$ cat src/rtl/irq_seq_pkg.sv
package irq_seq_pkg;
  typedef enum logic [1:0] {
    PS_IDLE = 2'd0,
    PS_PUSH = 2'd1,
    PS_DONE = 2'd2
  } push_state_e;

  localparam int FRAME_MAX_BYTES = 6;
  localparam int FRAME_MIN_BYTES = 4;
endpackage

$ cat src/rtl/irq_arbiter.sv
module irq_arbiter #(
  parameter int NUM_IRQ = 4,
  parameter int LVL_W   = 3,
  parameter int VEC_W   = 3
) (
  input  logic [NUM_IRQ-1:0] irq_req,
  input  logic [LVL_W-1:0]   mask,
  input  logic               nmi_pend,
  output logic               hit,
  output logic               nmi_sel,
  output logic [VEC_W-1:0]   vec
);
  logic [NUM_IRQ-1:0] elig;

  // each line carries a fixed level one above its index
  for (genvar gi = 0; gi < NUM_IRQ; gi++) begin : g_line
    localparam logic [LVL_W-1:0] LINE_LVL = LVL_W'(gi + 1);
    assign elig[gi] = irq_req[gi] && (LINE_LVL > mask);
  end

  always_comb begin
    hit     = nmi_pend | (|elig);
    nmi_sel = nmi_pend;
    vec     = '0;
    for (int i = 0; i < NUM_IRQ; i++) begin
      if (elig[i]) vec = VEC_W'(i + 1);
    end
    if (nmi_pend) vec = '0;
  end
endmodule

$ cat src/rtl/xfer_gate.sv
module xfer_gate (
  input  logic clk,
  input  logic rst,
  input  logic xfer_active,
  input  logic insn_done,
  output logic boundary_ok
);
  logic hold_q;

  // hold is armed by any transfer cycle and released by the first
  // completed instruction once the transfer has ended
  always_ff @(posedge clk) begin
    if (rst) begin
      hold_q <= 1'b0;
    end else if (xfer_active) begin
      hold_q <= 1'b1;
    end else if (insn_done) begin
      hold_q <= 1'b0;
    end
  end

  assign boundary_ok = insn_done && !xfer_active && !hold_q;

  p_hold_after_xfer_r3: assert property (@(posedge clk) disable iff (rst)
    $fell(xfer_active) |-> hold_q);

  p_release_needs_insn_r4: assert property (@(posedge clk) disable iff (rst)
    ($fell(hold_q)) |-> $past(insn_done) && !$past(xfer_active));
endmodule

$ cat src/rtl/frame_pusher.sv
module frame_pusher
  import irq_seq_pkg::*;
#(
  parameter int BYTE_W = 8,
  parameter int ADDR_W = 16,
  parameter int VEC_W  = 3,
  parameter int MAXB   = FRAME_MAX_BYTES
) (
  input  logic                         clk,
  input  logic                         rst,
  input  logic                         start,
  input  logic [MAXB-1:0][BYTE_W-1:0]  frame_in,
  input  logic [$clog2(MAXB+1)-1:0]    len_in,
  input  logic [ADDR_W-1:0]            sp_base,
  input  logic [VEC_W-1:0]             vec_in,
  output logic                         busy,
  output logic                         stk_we,
  output logic [ADDR_W-1:0]            stk_addr,
  output logic [BYTE_W-1:0]            stk_data,
  output logic [ADDR_W-1:0]            sp_out,
  output logic                         go,
  output logic [VEC_W-1:0]             vec_out
);
  localparam int LEN_W = $clog2(MAXB + 1);

  push_state_e                 st;
  logic [MAXB-1:0][BYTE_W-1:0] frm_q;
  logic [LEN_W-1:0]            left_q;
  logic [ADDR_W-1:0]           sp_q;
  logic [VEC_W-1:0]            vec_q;

  always_ff @(posedge clk) begin
    if (rst) begin
      st       <= PS_IDLE;
      frm_q    <= '0;
      left_q   <= '0;
      sp_q     <= '0;
      vec_q    <= '0;
      stk_we   <= 1'b0;
      stk_addr <= '0;
      stk_data <= '0;
      go       <= 1'b0;
      vec_out  <= '0;
    end else begin
      stk_we <= 1'b0;
      go     <= 1'b0;
      case (st)
        PS_IDLE: begin
          if (start) begin
            frm_q  <= frame_in;
            left_q <= len_in;
            sp_q   <= sp_base;
            vec_q  <= vec_in;
            st     <= PS_PUSH;
          end
        end
        PS_PUSH: begin
          stk_we   <= 1'b1;
          stk_data <= frm_q[0];
          stk_addr <= sp_q - 1'b1;
          sp_q     <= sp_q - 1'b1;
          for (int k = 0; k < MAXB - 1; k++) frm_q[k] <= frm_q[k+1];
          frm_q[MAXB-1] <= '0;
          left_q <= left_q - 1'b1;
          if (left_q == LEN_W'(1)) st <= PS_DONE;
        end
        PS_DONE: begin
          go      <= 1'b1;
          vec_out <= vec_q;
          st      <= PS_IDLE;
        end
        default: st <= PS_IDLE;
      endcase
    end
  end

  assign busy   = (st != PS_IDLE);
  assign sp_out = sp_q;

  p_addr_is_sp_r9: assert property (@(posedge clk) disable iff (rst)
    stk_we |-> stk_addr == sp_out);

  p_sp_step_r9: assert property (@(posedge clk) disable iff (rst)
    (stk_we && $past(stk_we)) |-> sp_out == $past(sp_out) - 1'b1);

  p_go_single_r10: assert property (@(posedge clk) disable iff (rst)
    go |=> !go);

  p_go_after_write_r10: assert property (@(posedge clk) disable iff (rst)
    go |-> $past(stk_we) && !stk_we);

  p_even_base_r12: assert property (@(posedge clk) disable iff (rst)
    $rose(stk_we) |-> stk_addr[0]);
endmodule

$ cat src/rtl/irq_stack_seq.sv
module irq_stack_seq
  import irq_seq_pkg::*;
#(
  parameter int NUM_IRQ  = 4,
  parameter int LVL_W    = 3,
  parameter int BYTE_W   = 8,
  parameter int ADDR_W   = 16,
  parameter int MASK_LSB = 8,
  parameter int VEC_W    = $clog2(NUM_IRQ + 1)
) (
  input  logic                  clk,
  input  logic                  rst,
  input  logic [NUM_IRQ-1:0]    irq_req,
  input  logic                  nmi_in,
  input  logic                  xfer_active,
  input  logic                  insn_done,
  input  logic                  max_mode,
  input  logic [2*BYTE_W-1:0]   pc_next,
  input  logic [2*BYTE_W-1:0]   sr_in,
  input  logic [BYTE_W-1:0]     page_in,
  input  logic [ADDR_W-1:0]     sp_in,
  output logic                  stk_we,
  output logic [ADDR_W-1:0]     stk_addr,
  output logic [BYTE_W-1:0]     stk_data,
  output logic [ADDR_W-1:0]     sp_out,
  output logic                  handler_go,
  output logic [VEC_W-1:0]      handler_vec,
  output logic                  align_err
);
  localparam int WORD_W = 2 * BYTE_W;
  localparam int MAXB   = FRAME_MAX_BYTES;
  localparam int LEN_W  = $clog2(MAXB + 1);

  logic nmi_q, nmi_pend;
  logic boundary_ok;
  logic hit, nmi_sel;
  logic [VEC_W-1:0] sel_vec;
  logic busy, accept, start;
  logic [MAXB-1:0][BYTE_W-1:0] frame;
  logic [LEN_W-1:0] frame_len;

  xfer_gate u_gate (
    .clk         (clk),
    .rst         (rst),
    .xfer_active (xfer_active),
    .insn_done   (insn_done),
    .boundary_ok (boundary_ok)
  );

  irq_arbiter #(.NUM_IRQ(NUM_IRQ), .LVL_W(LVL_W), .VEC_W(VEC_W)) u_arb (
    .irq_req  (irq_req),
    .mask     (sr_in[MASK_LSB +: LVL_W]),
    .nmi_pend (nmi_pend),
    .hit      (hit),
    .nmi_sel  (nmi_sel),
    .vec      (sel_vec)
  );

  assign accept = boundary_ok && hit && !busy;
  assign start  = accept && !sp_in[0];

  // non-maskable edge latch; a new edge wins over a same-cycle clear
  always_ff @(posedge clk) begin
    if (rst) begin
      nmi_q    <= 1'b0;
      nmi_pend <= 1'b0;
    end else begin
      nmi_q <= nmi_in;
      if (nmi_in && !nmi_q) nmi_pend <= 1'b1;
      else if (start && nmi_sel) nmi_pend <= 1'b0;
    end
  end

  always_ff @(posedge clk) begin
    if (rst) align_err <= 1'b0;
    else     align_err <= accept && sp_in[0];
  end

  // push order: first entry lands at sp-1
  always_comb begin
    frame    = '0;
    frame[0] = pc_next[BYTE_W-1:0];
    frame[1] = pc_next[WORD_W-1:BYTE_W];
    if (max_mode) begin
      frame[2]  = page_in;
      frame[3]  = '0;
      frame[4]  = sr_in[BYTE_W-1:0];
      frame[5]  = sr_in[WORD_W-1:BYTE_W];
      frame_len = LEN_W'(FRAME_MAX_BYTES);
    end else begin
      frame[2]  = sr_in[BYTE_W-1:0];
      frame[3]  = sr_in[WORD_W-1:BYTE_W];
      frame_len = LEN_W'(FRAME_MIN_BYTES);
    end
  end

  frame_pusher #(.BYTE_W(BYTE_W), .ADDR_W(ADDR_W), .VEC_W(VEC_W), .MAXB(MAXB)) u_push (
    .clk      (clk),
    .rst      (rst),
    .start    (start),
    .frame_in (frame),
    .len_in   (frame_len),
    .sp_base  (sp_in),
    .vec_in   (sel_vec),
    .busy     (busy),
    .stk_we   (stk_we),
    .stk_addr (stk_addr),
    .stk_data (stk_data),
    .sp_out   (sp_out),
    .go       (handler_go),
    .vec_out  (handler_vec)
  );

  p_no_start_in_xfer_r2: assert property (@(posedge clk) disable iff (rst)
    (busy && !$past(busy)) |-> !$past(xfer_active) && $past(insn_done));

  p_nmi_first_r5: assert property (@(posedge clk) disable iff (rst)
    (start && nmi_pend) |-> sel_vec == '0);

  p_align_nowrite_r12: assert property (@(posedge clk) disable iff (rst)
    align_err |=> !stk_we && !busy);

  p_nmi_kept_r12: assert property (@(posedge clk) disable iff (rst)
    (align_err && $past(nmi_pend)) |-> nmi_pend);
endmodule

$ cat config.mk
export PLATFORM = sky130hd
export DESIGN_NAME = irq_stack_seq
export DESIGN_NICKNAME = d
export VERILOG_FILES = /design/src/rtl/irq_seq_pkg.sv /design/src/rtl/irq_arbiter.sv /design/src/rtl/xfer_gate.sv /design/src/rtl/frame_pusher.sv /design/src/rtl/irq_stack_seq.sv
export SDC_FILE = /design/constraint.sdc
export NUM_CORES = 1
export LEC_CHECK = 0
export BUFFER_PORTS_ARGS = -buffer_cell sky130_fd_sc_hd__buf_2
export CAP_MARGIN = 20
export CORE_MARGIN = 8
export CORE_UTILIZATION = 50
export CTS_CLUSTER_DIAMETER = 50
export CTS_CLUSTER_SIZE = 8
export DETAILED_ROUTE_END_ITERATION = 10
export PLACE_DENSITY = 0.87
export SETUP_SLACK_MARGIN = 0.5
export SLEW_MARGIN = 20
export SYNTH_ARGS = -nofsm -noshare
export SYNTH_HDL_FRONTEND = slang
export SYNTH_SLANG_ARGS = --single-unit
$ cat constraint.sdc
create_clock -name clk -period 4.1 [get_ports clk]
set_clock_uncertainty 0.15 [all_clocks]
set_input_delay 0.205 -clock clk [delete_from_list [all_inputs] [get_ports clk]]
set_output_delay 0.205 -clock clk [all_outputs]
set_load 0.05 [all_outputs]
==> impl_metrics.ini <==
[synth]
synth_xor_area_share_pct = 2.648
synth_ff_type = dfxtp_1
synth_top_family_by_area = simple AND/OR/NAND/NOR gates
synth_most_common_cell = dfxtp_1
synth_cell_types = 53
yosysTopAreaCellShare_pct = 45.39
synthTopCellsByArea = dfxtp_1 45%, nand2_1 7.1%, a21oi_1 5.5%
synth_warnings = 0
synth_adder_area_share_pct = 0.8106
synth_seq_area_share_pct = 45.39
syn_area_um2 = 4631
synth.ff_latch_count = 105
synth_commonest_cells = 105 x dfxtp_1, 87 x nand2_1, 51 x a21oi_1
synth-edff-count = 0
synth_top_cell_by_area = dfxtp_1
syn-mean-instance-area_um2 = 8.269
async_reset_ff_share_pct = 0
synth_nets = 629
synth_cells = 560
yosys.area_share.simple_pct = 23.51
synth_compound_area_share_pct = 20.16
synthMuxAreaShare_pct = 2.594

[floorplanning]
dieArea_um2 = 12600
rows = 35
coreArea_um2 = 9109
start_util_pct = 50.84
ios = 112
dieWidth_um = 112.2
fp.dieH_um = 112.2

[timing]
fin_crit_ns = 3.015
rsz0062_at_grt = false
final_max_slew_viol_count = 0
setup_tns_ns = 0
hold_viol = 0
max_freq_ghz = 0.3317
setup_viol = 0
worst_pin_slew_ns = 0.9766
period_share_pct = 73.53
slew_headroom_pct = 34.73

[power]
power.density_nw_per_um2 = 370.9
vdd_drop_max_mv = 0.2358
power.leakage_nw = 2.303

[cells_and_area]
syn_to_final_growth_pct = 25.02
drive_above_1_share_pct = 21.18
final_cells = 792
fin_nets = 745

[place]
place_congestion = 0.8371
dp_cells = 740
dp_hpwl_um = 9016
port_buffers = 111

[route]
via_per_inst = 6.027
wl_per_cell_um = 17.24
drtAntennaViolNets = 0
first_pass_iters = 5
vias = 4773
wl_um = 13660
drc_errors = 0
drt_iter0_markers = 451

[grt]
grt_pass1_wl_um = 22080
grt_max_degree = 72
gr-usage-all-layers_pct = 20.88
grt-ovfl-total = 0
grt_pass1_vias = 4589
antenna_found_initial = 1

[critical_path]
slowest_stage = a21boi_4
cp-end-kind = flop
cp.arrival_ns = 3.15
crit_type = primary input to flop
reg2regPathDepth = 6
path_max_fanout = 36
start_kind = primary input
slowest_delay_ns = 0.87
required_ns = 4.24
r2r-start = u_push.st[1]
reg2reg_slack_ns = 1.16
timing.rr.end = u_push.frm_q[14]
path_cells = dlygate4sd3_1, buf_2, nor4b_1, nor3b_1, a21boi_4, buf_4, nand2_1, a31oi_1

[cts]
clk_latency_ns = 0.36
cts-htree-levels = 3
clkTransAtPathRegs_ns = 0.10
cts_tree = done
clock-sinks = 105
cts_resized = 0
cts_buffers = 9
max-clock-path-buffers = 2
cts_setup_buffers = 0
cts_root_buf = clkbuf_8

[min_path]
min_path_cells = 3
min_path_type = primary input to flop
hold_path.startpoint = sr_in[5]
holdPathEnd = u_push.frm_q[37]

[job]
drv_cap = 0

[status]
outcome = finished, final reports clean
==> worst max path at each step <==
| stage | depth (start not counted) | startpoint | slack (ns) | endpoint |
|---|---|---|---|---|
| final | 8 | xfer_active | 1.09 | u_push.frm_q[14] |
| after global routing | 8 | xfer_active | 0.91 | u_push.frm_q[14] |
| after CTS | 8 | xfer_active | 1.11 | u_push.frm_q[14] |
| after detailed placement | 6 | u_push.st[1] | 1.25 | u_push.frm_q[12] |
| after global placement | 6 | u_push.st[1] | 1.38 | u_push.frm_q[7] |
| after floorplan | 7 | u_push.sp_out[0] | 1.94 | u_push.sp_out[12] |
==> stage by stage <==
stage	worst slack (ns)	power (mW)	hold slack, ns	utilization [%]	cell area, um2
floorplan	1.935	1.370	0.1724	-	4631
global placement	1.379	1.466	0.2671	57.12	5202
detailed placement	1.246	1.478	0.2746	57.12	5202
CTS	1.107	2.147	0.003348	63.17	5754
global route	0.9080	2.235	0.006738	63.53	5787
finish	1.085	2.147	0.005395	63.56	5789
==> kinds of logic (layout without fill, tap and decap cells) <==
family,Yosys count,after routing
simple gates,225,225
xor+xnor,14,14
flops,105,105
fa+ha+maj,3,3
buf+inv,57,177
other cells,0,1
mux,12,12
compound gates,144,144
==> final cells by class <==
class	count	area [um2]
fillers	739	3319
multi-input cells	398	2332
flip-flops and latches	105	2102
repair buffers	153	978.4
well taps	111	138.9
clock buffers	10	137.6
clock inverters	5	63.81
inverters	9	33.78
diodes	1	2.502
==> registers in the layout (all words and copies together), names as in the netlist <==
name	count
align_err	1
nmi_pend	1
nmi_q	1
u_gate.hold_q	1
u_push.frm_q	48
u_push.go	1
u_push.left_q	3
u_push.sp_out	16
u_push.st	2
u_push.stk_addr	16
u_push.stk_data	8
u_push.stk_we	1
u_push.vec_out	3
u_push.vec_q	3
==> what timing repair did <==
action | in CTS | in global routing
hold endpoints to repair | 35 | 0
hold buffers | 35 | 0
setup endpoints to repair | 0 | 0
==> layer usage <==
layer  GRT usage, %  vias to the layer above  wire length, um
li1               -                     2267                -
met1          24.51                     2235             5509
met2          34.36                      231             6502
met3          6.012                       40             1188
met4          9.982                        0              455
met5              0                        -                0
==> placed cells by master, fill, tap and decap left out, drive strengths merged, types with 2 or more instances in the layout <==
| master | n |
|---|---|
| nand3 | 50 |
| nor3 | 18 |
| a2111oi | 2 |
| xnor2 | 6 |
| a31oi | 21 |
| a21oi | 52 |
| xor2 | 8 |
| clkbuf | 10 |
| mux2i | 12 |
| a32oi | 10 |
| nor3b | 3 |
| inv | 11 |
| nand4 | 13 |
| o311ai | 8 |
| nor2b | 5 |
| ha | 3 |
| or2b | 2 |
| a311oi | 8 |
| and4 | 3 |
| nor2 | 27 |
| dlygate4sd3 | 35 |
| dfxtp | 105 |
| nand4b | 2 |
| a41oi | 3 |
| a211oi | 7 |
| nor4 | 4 |
| nand2b | 4 |
| o21ai | 23 |
| nand2 | 87 |
| buf | 118 |
| and3 | 2 |
==> critical path, delay by kind of cell <==
kind                   cells  cell delay [ns]
and+or+nand+nor            3             0.86
buffers and inverters      3             1.02
AOI/OAI and AO/OA          2             1.05
==> power by group <==
group / leakage, nW / switching, mW / total (mW) / internal, mW
Combinational: 1.35 / 0.249 / 0.397 / 0.148
Clock: 0.0994 / 0.357 / 0.659 / 0.301
Sequential: 0.851 / 0.0327 / 1.09 / 1.06
Total: 2.30 / 0.639 / 2.15 / 1.51
No activity file was read; power rests on OpenSTA's default activity.
